===== src/rtl/irqv_pkg.sv =====
package irqv_pkg;

    localparam int VEC_W  = 16;
    localparam int ERR_N  = 2;
    localparam int ERR_OVW = 0;
    localparam int ERR_TOV = 1;

    typedef enum logic [1:0] {
        SRC_NONE     = 2'd0,
        SRC_OVERWRITE = 2'd1,
        SRC_TIME_OVF = 2'd2,
        SRC_SLOT     = 2'd3
    } src_kind_e;

    typedef struct packed {
        src_kind_e  kind;
        logic [7:0] slot;
    } winner_t;

    // Even-step vector: 2 = overwrite, 4 = time overflow, 6 + 2k = slot k
    function automatic logic [VEC_W-1:0] encode_vec(input winner_t w);
        logic [VEC_W-1:0] v;
        case (w.kind)
            SRC_OVERWRITE: v = VEC_W'(2);
            SRC_TIME_OVF:  v = VEC_W'(4);
            SRC_SLOT:      v = VEC_W'(6) + VEC_W'({w.slot, 1'b0});
            default:       v = '0;
        endcase
        return v;
    endfunction

endpackage


===== src/rtl/irqv_slot_flags.sv =====
module irqv_slot_flags #(
    parameter int NUM_SLOTS = 16,
    parameter int SLOT_W    = $clog2(NUM_SLOTS)
) (
    input  logic                 clk,
    input  logic                 rst,
    input  logic                 set_v,
    input  logic [SLOT_W-1:0]    set_slot,
    input  logic                 clr_v,
    input  logic [SLOT_W-1:0]    clr_slot,
    input  logic                 sw_wr,
    input  logic [NUM_SLOTS-1:0] sw_data,
    output logic [NUM_SLOTS-1:0] flags_o
);

    for (genvar k = 0; k < NUM_SLOTS; k++) begin : g_flag
        logic hit_set, hit_clr;
        assign hit_set = set_v && (set_slot == SLOT_W'(k));
        assign hit_clr = clr_v && (clr_slot == SLOT_W'(k));
        always_ff @(posedge clk) begin
            if (rst)          flags_o[k] <= 1'b0;
            else if (hit_set) flags_o[k] <= 1'b1;
            else if (hit_clr) flags_o[k] <= 1'b0;
            else if (sw_wr)   flags_o[k] <= sw_data[k];
        end
    end

    assert_set_R2: assert property (@(posedge clk) disable iff (rst)
        set_v |=> flags_o[$past(set_slot)]);

    // a same-slot write wins, so only check clear without it
    assert_clear_R3: assert property (@(posedge clk) disable iff (rst)
        (clr_v && !(set_v && set_slot == clr_slot)) |=> !flags_o[$past(clr_slot)]);

endmodule


===== src/rtl/irqv_err_pend.sv =====
module irqv_err_pend (
    input  logic clk,
    input  logic rst,
    input  logic evt,
    input  logic ack,
    output logic pend_o
);

    always_ff @(posedge clk) begin
        if (rst)      pend_o <= 1'b0;
        else if (evt) pend_o <= 1'b1;
        else if (ack) pend_o <= 1'b0;
    end

    assert_evt_latch_R6: assert property (@(posedge clk) disable iff (rst)
        evt |=> pend_o);

    assert_ack_clear_R10: assert property (@(posedge clk) disable iff (rst)
        (ack && !evt) |=> !pend_o);

endmodule


===== src/rtl/irqv_prio_enc.sv =====
module irqv_prio_enc
    import irqv_pkg::*;
#(
    parameter int NUM_SLOTS = 16
) (
    input  logic [ERR_N-1:0]     err_req,
    input  logic [NUM_SLOTS-1:0] slot_req,
    output winner_t              win_o
);

    always_comb begin
        win_o = '{kind: SRC_NONE, slot: 8'd0};
        for (int k = NUM_SLOTS - 1; k >= 0; k--) begin
            if (slot_req[k]) win_o = '{kind: SRC_SLOT, slot: 8'(k)};
        end
        if (err_req[ERR_TOV]) win_o = '{kind: SRC_TIME_OVF, slot: 8'd0};
        if (err_req[ERR_OVW]) win_o = '{kind: SRC_OVERWRITE, slot: 8'd0};
    end

endmodule


===== src/rtl/irq_vector_gen.sv =====
module irq_vector_gen
    import irqv_pkg::*;
#(
    parameter int NUM_SLOTS = 16,
    parameter int SLOT_W    = $clog2(NUM_SLOTS)
) (
    input  logic                 clk,
    input  logic                 rst,
    input  logic                 res_wr_valid,
    input  logic [SLOT_W-1:0]    res_wr_slot,
    input  logic                 slot_rd_valid,
    input  logic [SLOT_W-1:0]    slot_rd_slot,
    input  logic                 ovw_evt,
    input  logic                 tov_evt,
    input  logic                 flag_wr,
    input  logic [NUM_SLOTS-1:0] flag_wr_data,
    input  logic                 en_wr,
    input  logic [ERR_N-1:0]     en_wr_err,
    input  logic [NUM_SLOTS-1:0] en_wr_slot,
    input  logic                 vec_rd,
    output logic [VEC_W-1:0]     vec_out,
    output logic                 irq_out
);

    logic [NUM_SLOTS-1:0] flags_q;
    logic [NUM_SLOTS-1:0] en_slot_q;
    logic [ERR_N-1:0]     en_err_q;
    logic [ERR_N-1:0]     err_pend;
    logic [ERR_N-1:0]     err_evt;
    logic [ERR_N-1:0]     err_ack;
    winner_t              win;

    always_ff @(posedge clk) begin
        if (rst) begin
            en_slot_q <= '0;
            en_err_q  <= '0;
        end else if (en_wr) begin
            en_slot_q <= en_wr_slot;
            en_err_q  <= en_wr_err;
        end
    end

    irqv_slot_flags #(.NUM_SLOTS(NUM_SLOTS), .SLOT_W(SLOT_W)) u_flags (
        .clk      (clk),
        .rst      (rst),
        .set_v    (res_wr_valid),
        .set_slot (res_wr_slot),
        .clr_v    (slot_rd_valid),
        .clr_slot (slot_rd_slot),
        .sw_wr    (flag_wr),
        .sw_data  (flag_wr_data),
        .flags_o  (flags_q)
    );

    assign err_evt[ERR_OVW] = ovw_evt;
    assign err_evt[ERR_TOV] = tov_evt;
    assign err_ack[ERR_OVW] = vec_rd && (win.kind == SRC_OVERWRITE);
    assign err_ack[ERR_TOV] = vec_rd && (win.kind == SRC_TIME_OVF);

    for (genvar e = 0; e < ERR_N; e++) begin : g_err
        irqv_err_pend u_pend (
            .clk    (clk),
            .rst    (rst),
            .evt    (err_evt[e]),
            .ack    (err_ack[e]),
            .pend_o (err_pend[e])
        );
    end

    irqv_prio_enc #(.NUM_SLOTS(NUM_SLOTS)) u_enc (
        .err_req  (err_pend & en_err_q),
        .slot_req (flags_q & en_slot_q),
        .win_o    (win)
    );

    assign vec_out = encode_vec(win);
    assign irq_out = (vec_out != '0);

    assert_reset_zero_R1: assert property (@(posedge clk) disable iff (rst)
        $past(rst) |-> (vec_out == '0 && !irq_out));

    assert_masked_off_R9: assert property (@(posedge clk) disable iff (rst)
        (en_err_q == '0 && en_slot_q == '0) |-> (vec_out == '0));

    assert_even_R7: assert property (@(posedge clk) disable iff (rst)
        !vec_out[0]);

endmodule


===== config.mk =====
export PLATFORM = sky130hd
export DESIGN_NAME = irq_vector_gen
export DESIGN_NICKNAME = d
export VERILOG_FILES = /design/src/rtl/irqv_pkg.sv /design/src/rtl/irqv_slot_flags.sv /design/src/rtl/irqv_err_pend.sv /design/src/rtl/irqv_prio_enc.sv /design/src/rtl/irq_vector_gen.sv
export SDC_FILE = /design/constraint.sdc
export NUM_CORES = 1
export LEC_CHECK = 0
export ABC_AREA = 1
export BUFFER_PORTS_ARGS = -buffer_cell sky130_fd_sc_hd__buf_2
export CORE_ASPECT_RATIO = 1.75
export CORE_MARGIN = 4
export CORE_UTILIZATION = 35
export DETAILED_ROUTE_END_ITERATION = 16
export HOLD_SLACK_MARGIN = 0.08
export PLACE_DENSITY = 0.54
export SYNTH_ARGS = -nofsm -noshare
export SYNTH_HDL_FRONTEND = slang
export SYNTH_HIERARCHICAL = 1
export SYNTH_SLANG_ARGS = --single-unit

===== constraint.sdc =====
create_clock -name clk -period 3.3 [get_ports clk]
set_clock_uncertainty 0.1 [all_clocks]
set_input_delay 0.825 -clock clk [delete_from_list [all_inputs] [get_ports clk]]
set_output_delay 0.825 -clock clk [all_outputs]
set_load 0.005 [all_outputs]

==> impl_results.md <==
* Status: finished with violations
* Failing checks: setup timing
* Power Total at 1240 uW
* Post-synth top area share at 29.3%
* Dpl ws at 0.0507 ns
* Synth area leader: dfxtp_1
* Layout cell share with drive strength beyond 1 at 24.6%
* Power Density at 411 nW/um^2
* Non-Filler Instances at 572
* Sw frac at 28.5%
* Final Cycle Share at 102%
* Maximum Capacitance Violations at 0
* Post-synthesis async set-or-reset flop share at 0%
* Leakage power at 0.00158 uW
* Seq/Total Area, Yosys at 29.3%
* Mapped Area at 2460 sq um
* Slew margin rel. at 52.3%
* CTS root buf: clkbuf_16
* Drt pass-1 iters at 4
* WHS Path Cells at 2
* CTS buffer count at 5
* Largest net degree at the start of global routing at 37
* Worst-Skew Late Latency at 0.27 ns
* Sequential power share at 38.5%
* Warnings, synthesis at 6
* Total congestion overflow at 0
* FF-to-FF path depth at 12
* Post-synth top cells: nand2_1 (134), inv_1 (78), dfxtp_1 (36)
* Final ANT Viol Nets at 0
* Synthesis-stage register bit count at 36
* Die Ht at 119 um
* P&R area growth vs syn at 22.6%
* Vias at 2645
* Drt total wl at 6.64 mm
* Setup TNS at -0.102 ns
* Critical Path Stages at 26
* Pins Over Slew Limit at 0
* Worst setup EP type: output pin
* Vias in the first global route at 2571
* Combinational group share of total power at 24.0%
* Fmax achieved at 298 MHz
* CP max FO at 3
* CTS sink cnt at 36
* Final Worst Setup Slack at -0.0593 ns
* Gr usage total at 15.7%
* Ant diodes at 0
* Worst Path Arrival at 2.43 ns
* Clock Path Buffers at 2
* Bufs and invs on worst path at 4
* Starting DRT DRC Count at 71
* Setup Viol. Count Final at 2
* Clock Power Share at 37.5%
* Count of flip-flops with a built-in enable after synthesis at 0
* Mapped Cells at 427
* GPL Wtd Cong at 0.906
* Top_reg_cell synth: dfxtp_1
* CP most frequent cell: nand2_1
* HP Class: reg2reg
* Port bufs at 56
* TritonCTS clock tree: yes
* NetSw at 353 uW
* Drt via density at 4.62
* Initial antenna violation count at 0
* Pint at 886 uW
* CP max stage cell: dfxtp_2
* CP max stage delay at 0.33 ns
* HPWL after detailed placement at 5.28 mm
* Worst Tran Pin Value at 0.716 ns
* WHS at 0.360 ns
* Post-route DRC at 0
* Worst path top cell family by delay: simple AND/OR/NAND/NOR gates
* Core Box Area at 6860 sq um
* Count of cell types in the netlist at 29
* Ports at 68
* Dominant cells by area after synthesis: dfxtp_1 (29%), nand2_1 (20%), inv_1 (12%), a21oi_1 (7.1%), nand3_1 (6.5%)
* Nets@finish at 539
* First-pass GRT wire length at 10.8 mm
* Worst setup SP type: register
* Initial Util at 35.9%
* Worst vdd ir at 0.246 mV
* Most frequent cell after synthesis: nand2_1
* Endpoints failing hold at 0
* Routed len/inst at 11.6 um
* WS Path Type: reg2out
* CTS clk-pin slew, worst paths at 0.05 ns
* Syn_area_per_cell at 5.76 sq um
* DIE AREA at 8490 sq um
* Dpl cells at 554
* Unrepaired setup endpoints after global routing: yes
* CTS H-tree depth at 2
* DIE WIDTH at 71.4 um
* WP data required at 2.37 ns
* Min Tclk post-route at 3.36 ns
* Number of core rows at 40
per-layer routing:
layer  vias to the layer above  global-route usage (%)  part of all wire, %
met5                         -                       0                    0
met4                         0                    6.59                  1.9
met3                         7                    1.94                  4.1
met2                        62                    31.0                   56
met1                      1182                    15.7                   38
li1                       1394                       -                    -
sequential cells by signal (all words and copies together) (netlist names):
register             flops
en_err_q                 2
u_flags/flags_o         16
g_err.u_pend/pend_o      2
en_slot_q               16
cell usage in the layout (no fill, tap or decap), drive strengths merged:
| cell type | count |
|---|---|
| dfxtp | 36 |
| o311ai | 1 |
| clkbuf | 8 |
| a31oi | 1 |
| nand2 | 138 |
| nand3 | 32 |
| conb | 11 |
| o21ai | 24 |
| a21oi | 38 |
| ha | 1 |
| o21bai | 1 |
| nor4 | 1 |
| a21boi | 1 |
| nor3 | 3 |
| clkinv | 3 |
| buf | 67 |
| nor2 | 35 |
| nand4 | 2 |
| inv | 85 |
per-stage QoR:
| stage | utilization, % | area, sq um |
|---|---|---|
| 2_1_floorplan | - | 2490 |
| 3_3_place_gp | 39.9 | 2740 |
| 3_5_place_dp | 39.9 | 2740 |
| 4_1_cts | 43.1 | 2960 |
| 5_1_grt | 44.0 | 3020 |
| 6_report | 44.0 | 3020 |
area by class of cell:
| type | count | area (sq um) |
|---|---|---|
| inverter | 88 | 338 |
| multi-input combinational | 289 | 1340 |
| timing repair buffer | 67 | 363 |
| fill | 764 | 3840 |
| sequential | 36 | 727 |
| tap | 84 | 105 |
| clock buffer | 8 | 146 |
kinds of logic (layout without fill, tap and decap cells):
kind of cell / Yosys count / in the layout / share of synthesized area [%]
flip-flops: 36 / 36 / 29.3
buffers and inverters: 111 / 163 / 19.6
AND/OR/NAND/NOR: 211 / 211 / 36.0
adder cells (fa/ha/maj): 1 / 1 / 0.509
other: 2 / 11 / 0.305
AO/OA/AOI/OAI: 66 / 66 / 14.3
repair_timing:
item	in CTS	in global routing
setup buffers	5	5
pin swaps	5	11
setup endpoints to repair	1	5
resized for setup	14	14
hold buffers	0	0
gates cloned	0	0
power by group through the flow:
stage	logic (uW)	registers (uW)	clock network, uW
final	298	477	465
after global routing	338	480	492
after CTS	286	476	475
after detailed placement	256	484	0
after global placement	254	484	0
after floorplan	185	480	0
path summary, 6_finish.rpt:
check | from | slack (ns) | to
worst min register to register | en_slot_q[1] | 0.36 | en_slot_q[1]
worst min-delay path | en_slot_q[1] | 0.36 | en_slot_q[1]
worst max register to register | en_slot_q[14] | 1.38 | g_err[0].u_pend/pend_o
worst max-delay path | u_flags/flags_o[13] | -0.06 | irq_out
tightest hold or removal path: stages, from the launching register on:
cell	delay, ns
dfxtp_1	0.30
nand2_1	0.06
a21oi_1	0.05
No activity file was read; power rests on OpenSTA's default activity.
